<file path="config.mk">
export PLATFORM = sky130hd
export DESIGN_NAME = bomrx_top
export DESIGN_NICKNAME = d
export VERILOG_FILES = /design/src/rtl/bomrx_pkg.sv /design/src/rtl/bomrx_sync.sv /design/src/rtl/bomrx_vote.sv /design/src/rtl/bomrx_top.sv
export SDC_FILE = /design/constraint.sdc
export NUM_CORES = 1
export LEC_CHECK = 0
export CAP_MARGIN = 20
export CORE_ASPECT_RATIO = 1.5
export CORE_MARGIN = 2
export CORE_UTILIZATION = 35
export DETAILED_ROUTE_END_ITERATION = 10
export RECOVER_POWER = 25
export SLEW_MARGIN = 5
export SYNTH_ARGS = -nofsm -noshare
export SYNTH_HDL_FRONTEND = slang
export SYNTH_SLANG_ARGS = --single-unit
</file>
<file path="constraint.sdc">
create_clock -name clk -period 18.2 [get_ports clk]
set_input_delay 2.73 -clock clk [delete_from_list [all_inputs] [get_ports clk]]
set_output_delay 2.73 -clock clk [all_outputs]
set_load 0.02 [all_outputs]
</file>
<file path="src/rtl/bomrx_pkg.sv">
package bomrx_pkg;
  localparam int CODE_W    = 6;   // payload bits per codeword
  localparam int FLAG_ONES = 8;   // ones in the opening flag
  localparam int SYNC_WIN  = 32;  // bits allowed to find a flag
  localparam int HIST_N    = 10;  // codewords in the vote window
  localparam int VOTE_NEED = 7;   // matches needed for valid
endpackage

</file>
<file path="src/rtl/bomrx_sync.sv">
// Flag hunt, window watchdog and codeword framing.
module bomrx_sync #(
  parameter int FLAG_ONES = 8,
  parameter int CODE_W    = 6,
  parameter int SYNC_WIN  = 32
) (
  input  logic              clk,
  input  logic              rst_n,
  input  logic              en,
  input  logic              bit_in,
  input  logic              bit_vld,
  output logic              cw_stb,
  output logic [CODE_W-1:0] cw_code,
  output logic              sync_err
);
  localparam int FRAME_W = FLAG_ONES + CODE_W + 2;
  localparam int WIN_W   = $clog2(SYNC_WIN);
  localparam int PH_W    = $clog2(FRAME_W);
  localparam int RUN_W   = $clog2(FLAG_ONES);

  logic [FRAME_W-1:0] sr_q, sr_nxt;
  logic [WIN_W-1:0]   win_q;
  logic [RUN_W-1:0]   run_q;
  logic [PH_W-1:0]    ph_q;
  logic               locked_q;
  logic               frame_ok, last_bit;

  // newest bit enters at the top; oldest bit sits at index 0
  assign sr_nxt   = {bit_in, sr_q[FRAME_W-1:1]};
  assign frame_ok = (&sr_nxt[FLAG_ONES-1:0]) && !sr_nxt[FLAG_ONES]
                    && !sr_nxt[FRAME_W-1];
  assign cw_code  = sr_nxt[FRAME_W-2 -: CODE_W];
  assign last_bit = (ph_q == PH_W'(FRAME_W-1));
  assign cw_stb   = en && bit_vld && locked_q && last_bit && frame_ok;

  always_ff @(posedge clk) begin
    if (!rst_n) begin
      sr_q     <= '0;
      win_q    <= '0;
      run_q    <= '0;
      ph_q     <= '0;
      locked_q <= 1'b0;
      sync_err <= 1'b0;
    end else begin
      sync_err <= 1'b0;
      if (!en) begin
        sr_q     <= '0;
        win_q    <= '0;
        run_q    <= '0;
        ph_q     <= '0;
        locked_q <= 1'b0;
      end else if (bit_vld) begin
        sr_q <= sr_nxt;
        if (!locked_q) begin
          if (bit_in && run_q == RUN_W'(FLAG_ONES-1)) begin
            locked_q <= 1'b1;
            ph_q     <= PH_W'(FLAG_ONES);
            run_q    <= '0;
            win_q    <= '0;
          end else begin
            run_q <= bit_in ? run_q + RUN_W'(1) : '0;
            if (win_q == WIN_W'(SYNC_WIN-1)) begin
              sync_err <= 1'b1;
              win_q    <= '0;
              run_q    <= '0;
            end else begin
              win_q <= win_q + WIN_W'(1);
            end
          end
        end else if (last_bit) begin
          ph_q <= '0;
          if (!frame_ok) locked_q <= 1'b0;
        end else begin
          ph_q <= ph_q + PH_W'(1);
        end
      end
    end
  end

  // the watchdog event is a single-cycle pulse
  a_r2_err_single: assert property (@(posedge clk) disable iff (!rst_n)
    sync_err |=> !sync_err);
  // the watchdog only fires while hunting
  a_r2_err_hunting: assert property (@(posedge clk) disable iff (!rst_n)
    sync_err |-> !locked_q);
  // a broken frame ends the lock
  a_r10_bad_unlocks: assert property (@(posedge clk) disable iff (!rst_n)
    (en && bit_vld && locked_q && last_bit && !frame_ok) |=> !locked_q);
endmodule

</file>
<file path="src/rtl/bomrx_vote.sv">
// Sliding history of codewords and the majority decision.
module bomrx_vote #(
  parameter int CODE_W    = 6,
  parameter int HIST_N    = 10,
  parameter int VOTE_NEED = 7
) (
  input  logic              clk,
  input  logic              rst_n,
  input  logic              en,
  input  logic              biv_en,
  input  logic              cw_stb,
  input  logic [CODE_W-1:0] cw_code,
  output logic              msg_valid,
  output logic [CODE_W-1:0] msg_code,
  output logic              biv_pulse
);
  localparam int OLD_N = HIST_N - 1;  // entries kept besides the newest
  localparam int CNT_W = $clog2(HIST_N + 1);

  logic [CODE_W-1:0] h_code [OLD_N];
  logic [OLD_N-1:0]  h_vld;
  logic [CNT_W-1:0]  n_new, n_lat;

  always_comb begin
    n_new = CNT_W'(1);
    n_lat = (cw_code == msg_code) ? CNT_W'(1) : CNT_W'(0);
    for (int i = 0; i < OLD_N; i++) begin
      if (h_vld[i] && h_code[i] == cw_code)  n_new = n_new + CNT_W'(1);
      if (h_vld[i] && h_code[i] == msg_code) n_lat = n_lat + CNT_W'(1);
    end
  end

  always_ff @(posedge clk) begin
    if (!rst_n) begin
      for (int i = 0; i < OLD_N; i++) h_code[i] <= '0;
      h_vld     <= '0;
      msg_valid <= 1'b0;
      msg_code  <= '0;
      biv_pulse <= 1'b0;
    end else begin
      biv_pulse <= 1'b0;
      if (!en) begin
        h_vld     <= '0;
        msg_valid <= 1'b0;
      end else if (cw_stb) begin
        h_code[0] <= cw_code;
        h_vld[0]  <= 1'b1;
        for (int i = 1; i < OLD_N; i++) begin
          h_code[i] <= h_code[i-1];
          h_vld[i]  <= h_vld[i-1];
        end
        if (!msg_valid && n_new >= CNT_W'(VOTE_NEED)) begin
          msg_valid <= 1'b1;
          msg_code  <= cw_code;
        end else if (msg_valid && n_lat < CNT_W'(VOTE_NEED)) begin
          msg_valid <= 1'b0;
          biv_pulse <= biv_en;
        end
      end
    end
  end

  // the valid state only begins on a codeword
  a_r4_rise_on_cw: assert property (@(posedge clk) disable iff (!rst_n)
    $rose(msg_valid) |-> $past(cw_stb));
  // an invalid pulse marks the cycle valid was left
  a_r6_biv_on_fall: assert property (@(posedge clk) disable iff (!rst_n)
    biv_pulse |-> (!msg_valid && $past(msg_valid)));
  // no invalid pulse while it is disabled
  a_r7_biv_gated: assert property (@(posedge clk) disable iff (!rst_n)
    !biv_en |=> !biv_pulse);
  // the latched code holds while valid
  a_r11_code_hold: assert property (@(posedge clk) disable iff (!rst_n)
    (msg_valid && $past(msg_valid)) |-> $stable(msg_code));
endmodule

</file>
<file path="src/rtl/bomrx_top.sv">
module bomrx_top import bomrx_pkg::*; #(
  parameter int P_CODE_W    = CODE_W,
  parameter int P_FLAG_ONES = FLAG_ONES,
  parameter int P_SYNC_WIN  = SYNC_WIN,
  parameter int P_HIST_N    = HIST_N,
  parameter int P_VOTE_NEED = VOTE_NEED
) (
  input  logic                clk,
  input  logic                rst_n,
  input  logic                en,
  input  logic                biv_en,
  input  logic                bit_in,
  input  logic                bit_vld,
  output logic [P_CODE_W-1:0] msg_code,
  output logic                msg_valid,
  output logic                sync_err,
  output logic                biv_pulse
);
  logic                cw_stb;
  logic [P_CODE_W-1:0] cw_code;

  bomrx_sync #(
    .FLAG_ONES(P_FLAG_ONES), .CODE_W(P_CODE_W), .SYNC_WIN(P_SYNC_WIN)
  ) u_sync (
    .clk(clk), .rst_n(rst_n), .en(en), .bit_in(bit_in), .bit_vld(bit_vld),
    .cw_stb(cw_stb), .cw_code(cw_code), .sync_err(sync_err)
  );

  bomrx_vote #(
    .CODE_W(P_CODE_W), .HIST_N(P_HIST_N), .VOTE_NEED(P_VOTE_NEED)
  ) u_vote (
    .clk(clk), .rst_n(rst_n), .en(en), .biv_en(biv_en),
    .cw_stb(cw_stb), .cw_code(cw_code),
    .msg_valid(msg_valid), .msg_code(msg_code), .biv_pulse(biv_pulse)
  );

  // a disabled receiver raises nothing
  a_r8_off_quiet: assert property (@(posedge clk) disable iff (!rst_n)
    !en |=> (!msg_valid && !sync_err && !biv_pulse));
  // outputs idle right after reset
  a_r1_reset_idle: assert property (@(posedge clk)
    !rst_n |=> (!msg_valid && !sync_err && !biv_pulse && msg_code == '0));
endmodule

</file>
---- Word level (Yosys, flattened, before mapping) ----
Memory sizes are Yosys's and may differ from the RTL's.
Cells that the tools add are included.
operators by class
  multiply operators ...................... 0
  magnitude comparators ................... 2
  add/sub/neg operators ................... 20
  mux-type cells .......................... 48
  eq/ne operators ......................... 22
  bitwise operators ....................... 15
  shift-type cells ........................ 0
  reduce and logical (&&, ||, !) cells .... 40
  div/mod/pow operators ................... 0
operator list
  kind                                                                                 count
  6-bit equality test                                                                  19
  4-bit 2-to-1 mux                                                                     20
  4-bit by 1-bit adder with 4-bit output, second input constant                        17
  6-bit 2-to-1 mux                                                                     9
  1-bit logical AND                                                                    27
  1-bit 2-to-1 mux                                                                     13
  5-bit 2-to-1 mux                                                                     2
  5-bit OR reduction                                                                   2
  3-bit 2-to-1 mux                                                                     3
  1-bit bitwise OR                                                                     9
  2-bit AND reduction                                                                  4
  8-bit AND reduction                                                                  1
  1-bit NOT                                                                            6
  5-bit by 1-bit adder with 5-bit output, second input constant                        1
  5-bit equality test, second input constant                                           1
  4-bit equality test, second input constant                                           1
  4-bit by 3-bit greater-or-equal comparator with 1-bit output, second input constant  1
  4-bit by 3-bit < comparator with 1-bit output, second input constant                 1
  2-bit nonzero test                                                                   2
  2-bit by 1-bit adder with 3-bit output, second input constant                        1
  3-bit by 1-bit adder with 3-bit output, second input constant                        1
  3-bit equality test, second input constant                                           1
  1-bit logical NOT                                                                    3
  3-bit AND reduction                                                                  1
  2-bit 2-to-1 mux                                                                     1
word-level totals
  bits in read-only memories .............. 0
  input port bits ......................... 6
  RAM bits ................................ 54
  flip-flop bits (word level) ............. 47
  memories kept ........................... 1
  word-level logic and storage cells ...... 158
  latch bits .............................. 0
memories
  memory         words  width  rd ports  clocked after memory_dff  write ports  line              source
  u_vote.h_code  9      6      9         0                         9            bomrx_vote.sv:20  logic [CODE_W-1:0] h_code [OLD_N];

---- Depth between registers and ports, before layout ----
  depth after elaboration ................. 24
  depth in mapped cells ................... 33
  mapped depth without buffers ............ 31

---- By module ----
A second synthesis with hierarchy kept.
second synthesis, totals
  cells, all modules ...................... 685
  area, all modules ....................... 6854.1 µm²
modules (own cells, without submodules)
  module      instances  area an instance (µm²)  cells each
  bomrx_vote  1          5521.5                  543
  bomrx_sync  1          1332.5                  142

---- Worst setup path before layout ----
Ideal clock, no wire load.
  path type ............................... reg-to-reg
  from .................................... register u_sync.sr_q[11]
  to ...................................... register u_vote.msg_code[0]
  setup slack ............................. 12.155 ns
  buffers on the path ..................... 3
  data required time ...................... 18.075 ns
  cell stages (with the launch flop) ...... 30
  setup time .............................. 0.125 ns
  data arrival time ....................... 5.920 ns
  clock period less this slack ............ 6.045 ns
  cell sequence ........................... dfxtp_1 -> buf_2 -> buf_2 -> xnor2_1 -> nand2_1 -> nor3_1 -> fa_1 -> nor3_1 -> nor2_1 -> ha_1 -> nor2b_1 -> nand4_1 -> o21a_1 -> ha_1 -> mux2_1 -> o31a_1 -> ha_1 -> mux2i_1 -> inv_1 -> ha_1 -> nand2_1 -> o21ai_0 -> ha_1 -> xor3_1 -> nor2_1 -> o211ai_1 -> and3_4 -> buf_6 -> o31ai_1 -> a21oi_1
between the ends
  cells in the longest elaborated chain, start to end .. 22
  elaborated cells on any way between the ends .. 38
RTL lines
  element                                                           line              source
  start, declared                                                   bomrx_sync.sv:21  logic [FRAME_W-1:0] sr_q, sr_nxt;
  start signal, assigned                                            bomrx_sync.sv:53  sr_q <= sr_nxt;
  6-bit equality test                                               bomrx_vote.sv:28  if (h_vld[i] && h_code[i] == cw_code) n_new = n_new + CNT_W'(1);
  1-bit logical AND                                                 bomrx_vote.sv:28
  2-bit 2-to-1 mux                                                  bomrx_vote.sv:28
  2-bit by 1-bit adder with 3-bit output                            bomrx_vote.sv:28
  4-bit 2-to-1 mux                                                  bomrx_vote.sv:28
  4-bit by 1-bit adder with 4-bit output                            bomrx_vote.sv:28
  4-bit 2-to-1 mux                                                  bomrx_vote.sv:28
  4-bit by 1-bit adder with 4-bit output                            bomrx_vote.sv:28
  (+6 left out)                                                     n/a
  4-bit 2-to-1 mux                                                  bomrx_vote.sv:28
  4-bit by 1-bit adder with 4-bit output                            bomrx_vote.sv:28
  4-bit 2-to-1 mux                                                  bomrx_vote.sv:28
  4-bit by 1-bit adder with 4-bit output                            bomrx_vote.sv:28
  4-bit 2-to-1 mux (*)                                              bomrx_vote.sv:28
  4-bit by 3-bit greater-or-equal comparator with 1-bit output (*)  bomrx_vote.sv:52  if (!msg_valid && n_new >= CNT_W'(VOTE_NEED)) begin
  1-bit logical AND (*)                                             bomrx_vote.sv:52
  3-bit AND reduction (no line) (*)                                 n/a
  end signal, assigned                                              bomrx_vote.sv:54  msg_code <= cw_code;
  end, declared                                                     bomrx_vote.sv:14  output logic [CODE_W-1:0] msg_code,
Every way passes the cells marked *; elsewhere a longest branch is shown, timed or not.
A chain may end at the register's enable or synchronous reset.

---- Worst setup path after layout ----
  from .................................... register u_sync.sr_q[12]
  to ...................................... register u_vote.msg_valid
between the ends
  cells in the longest elaborated chain, start to end .. 24
  elaborated cells on any way between the ends .. 62
RTL lines
  element                                        line              source
  6-bit equality test                            bomrx_vote.sv:26  n_lat = (cw_code == msg_code) ? CNT_W'(1) : CNT_W'(0);
  1-bit 2-to-1 mux                               bomrx_vote.sv:26
  4-bit by 1-bit adder with 4-bit output         bomrx_vote.sv:29  if (h_vld[i] && h_code[i] == msg_code) n_lat = n_lat + CNT_W'(1);
  4-bit 2-to-1 mux                               bomrx_vote.sv:29
  4-bit by 1-bit adder with 4-bit output         bomrx_vote.sv:29
  4-bit 2-to-1 mux                               bomrx_vote.sv:29
  4-bit by 1-bit adder with 4-bit output         bomrx_vote.sv:29
  4-bit 2-to-1 mux                               bomrx_vote.sv:29
  (+8 left out)                                  n/a
  4-bit by 1-bit adder with 4-bit output         bomrx_vote.sv:29
  4-bit 2-to-1 mux                               bomrx_vote.sv:29
  4-bit by 1-bit adder with 4-bit output         bomrx_vote.sv:29
  4-bit 2-to-1 mux                               bomrx_vote.sv:29
  4-bit by 3-bit < comparator with 1-bit output  bomrx_vote.sv:55  end else if (msg_valid && n_lat < CNT_W'(VOTE_NEED)) begin
  1-bit logical AND                              bomrx_vote.sv:55
  2-bit nonzero test (no line)                   n/a
  2-bit AND reduction (no line)                  n/a
  end signal, assigned                           bomrx_vote.sv:44  msg_valid <= 1'b0;
  end signal, assigned                           bomrx_vote.sv:53  msg_valid <= 1'b1;
  end signal, assigned                           bomrx_vote.sv:56  msg_valid <= 1'b0;
  end, declared                                  bomrx_vote.sv:13  output logic msg_valid,
Parallel ways exist; a longest one is shown, timed or not.

==> reports/metrics.yaml <==
run_status:
  outcome: "finished, final reports clean"
synth:
  yosys-top-cells-area: "edfxtp_1 23%, dfxtp_1 13%, xnor2_1 11%"
  synth_area_sq_mm: 0.007068
  ys_seq_elements: 100
  yosysMostFrequentCell: "xnor2_1"
  synth_cell_types: 71
  synth_common_cells: "89 x xnor2_1, 61 x nand2_1, 59 x and2_1"
  ys.flop_type: "edfxtp_1"
  yosysWarnings: 0
  synthCells: 743
  syn_nets: 774
  synth_edf_count: 54
  avgSynthCellArea_sq_um: 9.513
  synth_top_area_share_pct: 22.94
  async_flop_share_pct: 0
  synth_top_cell_by_area: "edfxtp_1"
  ys_seq_area_share_pct: 35.97
worst_setup_path:
  worstReg2RegStart: "u_sync.sr_q[12]"
  worstPathRequired_ns: 18.49
  cp-end-kind: "register"
  rr_endpoint: "u_vote.msg_valid"
  crit_arrival_ns: 7.29
  reg2reg_slack_ns: 11.20
  cp-start-kind: "register"
  critPathBufInv: 1
  critical_path.top_delay_family: "adder cells"
  slowest_stage: "dfxtp_1"
  slowest_delay_ns: 0.86
  crit_fanout: 14
  critPathKind: "register to register"
  crit_path_frequent_cell: "ha_1"
  r2r_cells: 26
sta:
  finalHoldViolCount: 0
  worstMarginPinSlew_ns: 1.314
  min_period_ns: 6.998
  hold_ws_ns: 0.4575
  finalSetupTns_ns: 0
  max_slew_margin_pct: 12.38
  setup_viol_count_final: 0
  fin_ws_ns: 11.20
  drv_slew: 0
  fin_crit_sh_pct: 38.45
  rsz0062_at_grt: "no"
  finClkSkew_ns: 0.01546
  fmax_mhz: 142.9
placed_design:
  port_buffers: 14
  place_ws_ns: 11.19
  dpl_cell_area_sq_mm: 0.007361
  dpl.hpwl_microns: 13660
  routabilityCongestion: 0.8909
clock_tree:
  cts_tree: "yes"
  clock-sinks: 100
  h-tree-depth: 3
  cts_setup_buffers: 0
  numCtsBuffers: 9
  clk_pin_slew_ns: 0.08
  cts_resized: 0
  cts_root_buffer: "clkbuf_16"
  clock_path_buffers: 2
  worstSkewPairLatency_ns: 0.35
  cts_hold_buf: 0
global_route:
  grt_overflow_total: 0
  track_usage_pct: 17.15
  antenna_found_initial: 0
  grt_first_pass_wirelength_microns: 28380
  grt_max_degree: 56
  grt_pass1_vias: 5110
route:
  wl_per_cell_microns: 18.00
  top_layer: "met4"
  wl_met2_microns: 9835
  wl_met1_microns: 7413
  drc: 0
  dr_wl_met3_microns: 277
  vias_per_cell: 5.247
  detail-route-antenna-nets: 0
  drt_pass1_iterations: 7
  num_vias: 5247
  drt_iter0_markers: 280
  wirelength_microns: 18000
layout:
  finish.net_count: 766
  synthToLayoutAreaGrowth_pct: 8.232
  multi_input_area_sq_mm: 0.004233
  fin_area_sq_mm: 0.007650
  final_util_pct: 38.66
  fillers: 1945
  diodes: 0
  seqCellArea_sq_mm: 0.002542
  drive_gt1_share_pct: 6.757
hold_path:
  hold_path_end: "u_sync.run_q[1]"
  hp-class: "register to register"
  min-delay-start: "u_sync.run_q[1]"
  min_delay_path_depth: 2
floorplan:
  rows: 63
  initial_utilization_pct: 35.72
  die-area_sq_mm: 0.02137
  fp.dieH_microns: 178.0
  io_pins: 15
  die_w_microns: 120.0
  coreArea_sq_mm: 0.01979
power_and_ir_drop:
  power.density_mw_per_mm2: 61.75
  ir_drop_mv: 0.06033
  leakagePower_uw: 0.002746
run:
  cap_violations: 0
[worst reg2reg max path: cells and delay by family, from the launching register on]
kind | cells | cell delay, ns
AO/OA/AOI/OAI | 6 | 0.95
XOR/XNOR | 2 | 0.55
adder cells (fa/ha/maj) | 6 | 2.11
buffers and inverters | 1 | 0.08
flip-flops | 1 | 0.86
multiplexers | 2 | 0.57
AND/OR/NAND/NOR | 9 | 1.82
[metrics by stage]
stage	std cells	total power [uW]
after floorplan	743	275.4
after global placement	984	285.7
after detailed placement	984	285.6
after CTS	1000	477.6
after global routing	1000	488.7
final	1000	472.4
[worst max-delay path by stage]
stage                               start  depth (start not counted)                 end  slack, ns
after floorplan           u_sync.sr_q[11]                         29  u_vote.msg_code[0]      12.15
final                     u_sync.sr_q[12]                         26    u_vote.msg_valid      11.20
after CTS                 u_sync.sr_q[11]                         26    u_vote.msg_valid      11.19
after detailed placement  u_sync.sr_q[11]                         26    u_vote.msg_valid      11.19
after global placement    u_sync.sr_q[11]                         26    u_vote.msg_valid      11.24
after global routing      u_sync.sr_q[11]                         26  u_vote.msg_code[1]      10.70
[kinds of logic after synthesis]
family / share of synthesized area, %
simple gates: 22.98
xor+xnor: 19.88
flops: 35.97
compound gates: 8.179
mux: 4.248
fa+ha+maj: 4.532
buf+inv: 4.213
[routing by layer]
metal	vias to the layer above	GRT usage (%)
met2	76	33.38
met4	0	6.029
met3	30	1.630
met5	-	0
li1	2582	-
met1	2559	19.12
[layout make-up]
class,count,share of cell area (%)
clock inverters,7,0.8832
clock buffers,9,2.944
multi-input cells,585,55.33
inverters,18,0.8832
flip-flops and latches,100,33.24
well taps,260,4.253
repair buffers,21,2.470
[power breakdown]
group	internal (uW)	total [uW]	switching (uW)
registers	244	254	10.1
clock network	106	192	86.2
logic	11.4	26.2	14.7
total	361	472	111
[flip-flops by register name, summed over array words and instances, names as in the netlist]
name              flops
u_vote.msg_code       6
u_vote.h_code        54
u_sync.win_q          5
u_sync.run_q          3
u_vote.msg_valid      1
u_vote.h_vld          9
u_sync.sync_err       1
u_vote.biv_pulse      1
u_sync.sr_q          15
u_sync.ph_q           4
u_sync.locked_q       1
[cells in the final DEF (no fill, tap or decap), types with 4 or more instances in the layout]
cell type      netlist  final
xnor2_1             89     89
nand2_1             61     60
and2_1              59     59
edfxtp_1            54     54
xor2_1              52     52
nor2_1              51     50
dfxtp_1             46     46
nand4_1             29     29
a21oi_1             27     27
nand3_1             24     24
ha_1                24     24
mux2i_1             21     21
nor3_1              16     16
inv_1               14     14
and3_1              12     12
dlygate4sd3_1        0     11
o31ai_1             10     10
o21ai_0              9      9
clkbuf_16            0      9
nor4_1               8      8
nor3_2               6      6
buf_4                1      6
a211oi_1             5      5
nor2b_1              5      5
o21a_1               5      5
and4_1               5      5
xnor3_1              4      4
a31oi_1              4      4
mux2_2               4      4
Note: power is estimated with default switching activity, not from simulation.
